$ cat config.mk
export PLATFORM = sky130hd
export DESIGN_NAME = spi_ctl
export DESIGN_NICKNAME = d
export VERILOG_FILES = /design/src/rtl/spi_ctl_pkg.sv /design/src/rtl/spi_ctl_clkgen.sv /design/src/rtl/spi_ctl_shift.sv /design/src/rtl/spi_ctl_regs.sv /design/src/rtl/spi_ctl.sv
export SDC_FILE = /design/constraint.sdc
export NUM_CORES = 1
export LEC_CHECK = 0
export ABC_AREA = 1
export BUFFER_PORTS_ARGS = -buffer_cell sky130_fd_sc_hd__buf_4
export CAP_MARGIN = 20
export CORE_UTILIZATION = 30
export CTS_CLUSTER_SIZE = 24
export DETAILED_ROUTE_END_ITERATION = 16
export SLEW_MARGIN = 20
export SYNTH_ARGS = -nofsm -noshare
export SYNTH_HDL_FRONTEND = slang
export SYNTH_SLANG_ARGS = --single-unit
$ cat constraint.sdc
create_clock -name clk -period 7.5 [get_ports clk]
set_input_delay 0.75 -clock clk [delete_from_list [all_inputs] [get_ports clk]]
set_output_delay 0.75 -clock clk [all_outputs]
set_load 0.1 [all_outputs]
$ cat src/rtl/spi_ctl_pkg.sv
package spi_ctl_pkg;
  localparam int BYTE_W    = 8;
  localparam int DIV_W     = 5;
  localparam int BIT_CNT_W = $clog2(BYTE_W + 1);
  localparam int SYNC_N    = 3;

  typedef struct packed {
    logic       ie;
    logic       spe;
    logic       nodiv;
    logic       mstr;
    logic       cpol;
    logic       cpha;
    logic [1:0] spr;
  } ctrl_t;

  typedef enum logic [1:0] {
    ADDR_CTRL = 2'd0,
    ADDR_STAT = 2'd1,
    ADDR_DATA = 2'd2
  } addr_e;

  // system clocks per SCK half period, minus one
  function automatic logic [DIV_W-1:0] half_limit(input logic [2:0] code);
    case (code)
      3'b100:  half_limit = DIV_W'(0);
      3'b000:  half_limit = DIV_W'(1);
      3'b110:  half_limit = DIV_W'(3);
      3'b001:  half_limit = DIV_W'(7);
      3'b010:  half_limit = DIV_W'(15);
      default: half_limit = DIV_W'(31);
    endcase
  endfunction
endpackage

$ cat src/rtl/spi_ctl_clkgen.sv
module spi_ctl_clkgen
  import spi_ctl_pkg::*;
(
  input  logic       clk,
  input  logic       rst_n,
  input  logic       run,
  input  logic [2:0] rate,
  output logic       tog,
  output logic       ph
);
  logic [DIV_W-1:0] cnt;
  logic [DIV_W-1:0] lim;

  assign lim = half_limit(rate);
  assign tog = run && (cnt == lim);

  always_ff @(posedge clk or negedge rst_n) begin
    if (!rst_n) begin
      cnt <= '0;
      ph  <= 1'b0;
    end else if (!run) begin
      cnt <= '0;
      ph  <= 1'b0;
    end else if (tog) begin
      cnt <= '0;
      ph  <= ~ph;
    end else begin
      cnt <= cnt + DIV_W'(1);
    end
  end

  AST_IDLE_PHASE: assert property (@(posedge clk) disable iff (!rst_n) !run |=> !ph);
  AST_PHASE_HOLD: assert property (@(posedge clk) disable iff (!rst_n) (run && !tog) |=> $stable(ph));
endmodule

$ cat src/rtl/spi_ctl_shift.sv
module spi_ctl_shift
  import spi_ctl_pkg::*;
(
  input  logic              clk,
  input  logic              rst_n,
  input  logic              mstr,
  input  logic              cpha,
  input  logic              lead,
  input  logic              trail,
  input  logic              load,
  input  logic [BYTE_W-1:0] load_data,
  input  logic              go,
  input  logic              abort,
  input  logic              sin,
  output logic              sout,
  output logic              done,
  output logic              busy,
  output logic [BYTE_W-1:0] done_byte
);
  logic [BYTE_W-1:0]    tx_sh;
  logic [BYTE_W-1:0]    rx_sh;
  logic [BIT_CNT_W-1:0] bits;
  logic [BIT_CNT_W-1:0] bits_nxt;
  logic                 act;
  logic                 sample_ev;
  logic                 shift_ev;

  // a slave becomes active on the first leading edge it sees
  assign act       = !abort && (busy || (!mstr && lead));
  assign sample_ev = act && (cpha ? trail : lead);
  assign shift_ev  = act && (cpha ? (lead && (bits != '0)) : trail);
  assign bits_nxt  = bits + BIT_CNT_W'(sample_ev);
  assign done      = act && (bits_nxt == BIT_CNT_W'(BYTE_W)) && (mstr ? trail : sample_ev);
  assign done_byte = sample_ev ? {rx_sh[BYTE_W-2:0], sin} : rx_sh;
  assign sout      = tx_sh[BYTE_W-1];

  always_ff @(posedge clk or negedge rst_n) begin
    if (!rst_n) begin
      tx_sh <= '0;
      rx_sh <= '0;
      bits  <= '0;
      busy  <= 1'b0;
    end else begin
      if (load)          tx_sh <= load_data;
      else if (shift_ev) tx_sh <= {tx_sh[BYTE_W-2:0], 1'b0};
      if (sample_ev)     rx_sh <= {rx_sh[BYTE_W-2:0], sin};
      if (abort || done) begin
        busy <= 1'b0;
        bits <= '0;
      end else begin
        if (go || act)   busy <= 1'b1;
        if (sample_ev)   bits <= bits_nxt;
      end
    end
  end

  AST_DONE_IN_XFER: assert property (@(posedge clk) disable iff (!rst_n) done |-> busy);
  AST_BITS_BOUND:   assert property (@(posedge clk) disable iff (!rst_n) bits <= BIT_CNT_W'(BYTE_W));
endmodule

$ cat src/rtl/spi_ctl_regs.sv
module spi_ctl_regs
  import spi_ctl_pkg::*;
(
  input  logic              clk,
  input  logic              rst_n,
  input  logic              wr,
  input  logic [1:0]        addr,
  input  logic [BYTE_W-1:0] wdata,
  input  logic              busy,
  input  logic              done,
  input  logic [BYTE_W-1:0] done_byte,
  input  logic              fault,
  output ctrl_t             ctrl,
  output logic              sod,
  output logic              ssm,
  output logic              ssi,
  output logic              load,
  output logic [BYTE_W-1:0] rdata,
  output logic              irq
);
  logic              tc, wcol, ovr, modf;
  logic [BYTE_W-1:0] rx_buf;
  logic              wr_ctrl, wr_stat, wr_data;

  assign wr_ctrl = wr && (addr == ADDR_CTRL);
  assign wr_stat = wr && (addr == ADDR_STAT);
  assign wr_data = wr && (addr == ADDR_DATA);
  assign load    = wr_data && !busy;
  assign irq     = ctrl.ie && (tc || modf);

  always_ff @(posedge clk or negedge rst_n) begin
    if (!rst_n) begin
      ctrl   <= '0;
      tc     <= 1'b0;
      wcol   <= 1'b0;
      ovr    <= 1'b0;
      modf   <= 1'b0;
      sod    <= 1'b0;
      ssm    <= 1'b0;
      ssi    <= 1'b0;
      rx_buf <= '0;
    end else begin
      if (wr_ctrl) ctrl <= ctrl_t'(wdata);
      if (wr_stat) begin
        tc   <= tc   & ~wdata[7];
        wcol <= wcol & ~wdata[6];
        ovr  <= ovr  & ~wdata[5];
        modf <= modf & ~wdata[4];
        sod  <= wdata[2];
        ssm  <= wdata[1];
        ssi  <= wdata[0];
      end
      // hardware events override a same-cycle software write
      if (wr_data && busy) wcol <= 1'b1;
      if (fault) begin
        ctrl.mstr <= 1'b0;
        ctrl.spe  <= 1'b0;
        modf      <= 1'b1;
      end
      if (done) begin
        tc <= 1'b1;
        if (tc) ovr    <= 1'b1;
        else    rx_buf <= done_byte;
      end
    end
  end

  always_comb begin
    case (addr)
      ADDR_CTRL: rdata = ctrl;
      ADDR_STAT: rdata = {tc, wcol, ovr, modf, 1'b0, sod, ssm, ssi};
      ADDR_DATA: rdata = rx_buf;
      default:   rdata = '0;
    endcase
  end

  AST_FAULT_ACTION: assert property (@(posedge clk) disable iff (!rst_n) fault |=> (!ctrl.mstr && !ctrl.spe && modf));
  AST_OVR_KEEPS:    assert property (@(posedge clk) disable iff (!rst_n) (done && tc) |=> (ovr && $stable(rx_buf)));
  AST_WCOL_FLAG:    assert property (@(posedge clk) disable iff (!rst_n) (wr_data && busy) |=> wcol);
  AST_TC_ON_DONE:   assert property (@(posedge clk) disable iff (!rst_n) done |=> tc);
endmodule

$ cat src/rtl/spi_ctl.sv
module spi_ctl
  import spi_ctl_pkg::*;
(
  input  logic              clk,
  input  logic              rst_n,
  input  logic              reg_wr,
  input  logic [1:0]        reg_addr,
  input  logic [BYTE_W-1:0] reg_wdata,
  output logic [BYTE_W-1:0] reg_rdata,
  input  logic              sck_i,
  output logic              sck_o,
  output logic              sck_oe,
  input  logic              mosi_i,
  output logic              mosi_o,
  output logic              mosi_oe,
  input  logic              miso_i,
  output logic              miso_o,
  output logic              miso_oe,
  input  logic              ss_n_i,
  output logic              irq
);
  ctrl_t             ctrl;
  logic              sod, ssm, ssi, load;
  logic              busy, done, sout, tog, ph;
  logic [BYTE_W-1:0] done_byte;
  logic [SYNC_N-1:0] meta_q, sync_q;
  logic              sck_s, mosi_s, ss_s, sck_d;
  logic              ss_low, fault, slave_sel, go, abort, sin;
  logic              m_lead, m_trail, s_lead, s_trail, lead, trail;

  // two-stage synchronizers for the slave-side inputs {sck, mosi, ss_n}
  always_ff @(posedge clk or negedge rst_n) begin
    if (!rst_n) begin
      meta_q <= SYNC_N'(1);
      sync_q <= SYNC_N'(1);
      sck_d  <= 1'b0;
    end else begin
      meta_q <= {sck_i, mosi_i, ss_n_i};
      sync_q <= meta_q;
      sck_d  <= sync_q[2];
    end
  end
  assign sck_s  = sync_q[2];
  assign mosi_s = sync_q[1];
  assign ss_s   = sync_q[0];

  assign ss_low    = ssm ? !ssi : !ss_s;
  assign fault     = ctrl.mstr && ss_low;
  assign slave_sel = ctrl.spe && !ctrl.mstr && ss_low;
  assign go        = load && ctrl.mstr && ctrl.spe && !fault;
  assign abort     = fault || !ctrl.spe || (!ctrl.mstr && !ss_low);

  assign m_lead  = tog && !ph;
  assign m_trail = tog && ph;
  assign s_lead  = slave_sel && (sck_s != sck_d) && (sck_d == ctrl.cpol);
  assign s_trail = slave_sel && (sck_s != sck_d) && (sck_s == ctrl.cpol);
  assign lead    = ctrl.mstr ? m_lead  : s_lead;
  assign trail   = ctrl.mstr ? m_trail : s_trail;
  assign sin     = ctrl.mstr ? miso_i  : mosi_s;

  spi_ctl_regs regs_i (
    .clk, .rst_n,
    .wr(reg_wr), .addr(reg_addr), .wdata(reg_wdata),
    .busy, .done, .done_byte, .fault,
    .ctrl, .sod, .ssm, .ssi, .load,
    .rdata(reg_rdata), .irq
  );

  spi_ctl_clkgen clkgen_i (
    .clk, .rst_n,
    .run(busy && ctrl.mstr),
    .rate({ctrl.nodiv, ctrl.spr}),
    .tog, .ph
  );

  spi_ctl_shift shift_i (
    .clk, .rst_n,
    .mstr(ctrl.mstr), .cpha(ctrl.cpha),
    .lead, .trail,
    .load, .load_data(reg_wdata), .go, .abort,
    .sin, .sout, .done, .busy, .done_byte
  );

  assign sck_o   = ctrl.cpol ^ ph;
  assign sck_oe  = ctrl.spe && ctrl.mstr;
  assign mosi_o  = sout;
  assign mosi_oe = ctrl.spe && ctrl.mstr && !sod;
  assign miso_o  = sout;
  assign miso_oe = slave_sel && !sod;

  AST_PINS_OFF:    assert property (@(posedge clk) disable iff (!rst_n) !ctrl.spe |-> (!sck_oe && !mosi_oe && !miso_oe));
  AST_SCK_AT_REST: assert property (@(posedge clk) disable iff (!rst_n) (!busy && !$past(busy)) |-> (sck_o == ctrl.cpol));
endmodule

==> out/qor.yml <==
run_status:
  status: "complete, no violations"
setup_path:
  crit_arrival_ns: 3.78
  worstPathRequired_ns: 7.71
  worstPathCellList: "inv_1 -> nor2_1 -> a21oi_1 -> a21boi_2 -> nand3_4 -> inv_1 -> ha_1 -> ha_1 -> nor3_1 -> nand2_1 -> nor2b_1 -> nand2_1 -> inv_1 -> nand2_1 -> nand2_1 -> a21oi_1"
  critPathMaxFanout: 15
  critical_path.most_common_cell: "nand2_1"
  path_class: "reg2reg"
  slowest_delay_ns: 0.56
  critPathSlowestCell: "a21boi_2"
  crit_path_start_kind: "register"
  end_kind: "register"
pwr:
  powerDensity_nw_per_um2: 252
  power.leakage_nw: 1.70
  peakVddDrop_uv: 120
logic_synthesis:
  postSynthCellCount: 350
  ys.flop_type: "dfrtp_1"
  ys_seq_elements: 57
  synth_seq_area_share: 0.495
  syn_area_um2: 2880
  synth_edf_count: 0
  syn_nets: 370
  syn_area_per_cell_um2: 8.24
  ys_types: 31
  synth-warning-count: 0
  async_flop_share: 1.00
flow_run:
  maxCapViolations: 0
sta:
  hold_viol_final: 0
  tightest_slew_ns: 0.719
  clock_skew_ns: 0.00781
  timing.final.crit_share: 0.476
  fin_ws_ns: 3.93
  max_freq_mhz: 280
  fin_tns_setup_ns: 0
  relSlewSlack: 0.521
  rsz0062_at_grt: "no"
  slew_viol_final: 0
  final_period_minus_worst_setup_slack_ns: 3.57
  setup_viol: 0
routing:
  viasPerCell: 4.52
  ant_nets: 0
  drtIter0Drc: 106
  vias: 2337
  wl_per_cell_um: 12.9
  drt_first_pass_iters: 4
  drt-total-wl_um: 6670
  drcViolationCount: 0
die:
  coreArea_um2: 9280
  initial_core_util: 0.311
  die_h_um: 100
  io_pins: 32
  dieArea_um2: 10000
  row_count: 35
  die_width_um: 100
global_routing:
  grt_overflow: 0
  grt_use_total: 0.153
  grt_pass1_wl_um: 11700
  grt_pass1_vias: 2357
  antenna_found_initial: 0
  grt_max_degree: 58
placed_design:
  place_ws_ns: 3.93
  port_buffers: 31
  routabilityCongestion: 0.802
  dp_hpwl_um: 4990
clocking:
  cts_setup_buffers: 0
  hold_buffers: 0
  cts_made_buffers: 9
  clkSinkCount: 57
  cts_tree: "done"
  clock_path_buffers: 2
  h-tree-depth: 3
  cts-root-buf: "clkbuf_8"
  cts.repair.resized: 0
  clock_latency_ns: 0.34
  cts.clk_slew.worst_paths_ns: 0.06
cells_and_area:
  diodes: 0
  drive_above_1_share: 0.188
  areaGrowthSynthToFinish_pct: 17.4
  layout.nets: 405
min_path:
  min_path_type: "reg2reg"
## logic make-up after synthesis
logic type	after synthesis	synth area share
xor+xnor	6	0.0182
fa+ha+maj	3	0.0130
buf+inv	44	0.0625
simple gates	195	0.318
compound gates	45	0.0928
flops	57	0.495
## metal layers
layer,track usage,wire [µm],up-vias,part of all wire
li1,-,-,1201,-
met1,0.217,3420,1082,0.51
met2,0.222,2840,45,0.43
met3,0.0418,317,9,0.047
met4,0.0569,96,0,0.014
met5,0,0,-,0
## worst paths after layout
check	endpoint	slack (ns)	start	cells after the start
worst max-delay path	shift_i.bits[3]$_DFFE_PN0P_	3.93	regs_i.ctrl[4]$_DFFE_PN0P_	16
worst min-delay path	sync_q[2]$_DFF_PN0_	0.35	meta_q[2]$_DFF_PN0_	0
worst max register to register	shift_i.bits[3]$_DFFE_PN0P_	3.93	regs_i.ctrl[4]$_DFFE_PN0P_	16
worst min register to register	sync_q[2]$_DFF_PN0_	0.35	meta_q[2]$_DFF_PN0_	0
max in group asynchronous	shift_i.bits[1]$_DFFE_PN0P_	6.56	rst_n	1
min in group asynchronous	shift_i.tx_sh[2]$_DFFE_PN0P_	0.46	rst_n	1
## synthesized netlist by cell type (3+ instances only)
library cell,count,share of area
dfrtp_1,55,0.48
o21ai_0,26,0.045
nand2_2,15,0.033
o221ai_1,3,0.0091
nand3_1,26,0.045
nand4_1,8,0.017
nand2_1,116,0.15
clkbuf_1,4,0.0052
a21oi_1,8,0.014
ha_1,3,0.013
nand3_4,4,0.024
nor2_1,16,0.021
inv_1,36,0.047
o211ai_1,4,0.010
nor3_1,3,0.0052
xor2_1,4,0.012
## metrics by stage
| step | instance area [µm²] | power (W) | hold WS (ns) | cells | utilization |
|---|---|---|---|---|---|
| after detailed placement | 3240 | 0.000629 | 0.337 | 503 | 0.349 |
| after CTS | 3390 | 0.000864 | 0.351 | 517 | 0.365 |
| final | 3390 | 0.000854 | 0.351 | 517 | 0.365 |
| after global placement | 3240 | 0.000626 | 0.334 | 503 | 0.349 |
| after floorplan | 2880 | 0.000565 | 0.331 | 350 | - |
| after global routing | 3390 | 0.000904 | 0.359 | 517 | 0.365 |
## registers in the layout (all words and copies together), names as in the netlist, 3 cells and up
name           flops
shift_i.bits       4
sync_q             3
regs_i.ctrl        8
regs_i.rx_buf      8
meta_q             3
clkgen_i.cnt       5
shift_i.rx_sh      8
shift_i.tx_sh      8
## critical path: cells and delay by family (launching register included)
family	cells	cell delay [ns]
adders and majority gates	2	0.43
buffers and inverters	3	0.57
DFF	1	0.46
and+or+nand+nor	8	1.14
AOI/OAI and AO/OA	3	0.83
## cells in the final DEF, fill, tap and decap left out, types with 2 or more instances in the layout
master	Yosys	routed
o211ai_1	4	4
nand3_2	2	2
nand3_4	4	4
clkinv_2	0	3
xnor2_1	2	2
dfstp_2	2	2
inv_1	36	36
o221ai_1	3	3
nor3_1	3	3
clkbuf_8	0	9
nor2_1	16	16
buf_4	2	31
a21oi_1	8	8
ha_1	3	3
xor2_1	4	4
nand4_1	8	8
nand2_2	15	15
nand3_1	26	26
dfrtp_1	55	55
nand2_1	116	116
o21ai_0	26	26
## final cells by class
cell class	instances	area, µm²
multi-input combinational	249	1270
tap	129	161
clock inverter	4	22.5
clock buffer	10	128
sequential	57	1430
fill	1009	5900
inverter	37	139
timing repair buffer	31	233
## where the power goes
part | switching [W] | internal (W) | leakage (nW)
Clock | 0.000117 | 0.000114 | 0.0778
Combinational | 0.000195 | 0.0000621 | 0.881
Sequential | 0.0000266 | 0.000339 | 0.740
(Power assumes the default switching activity.)
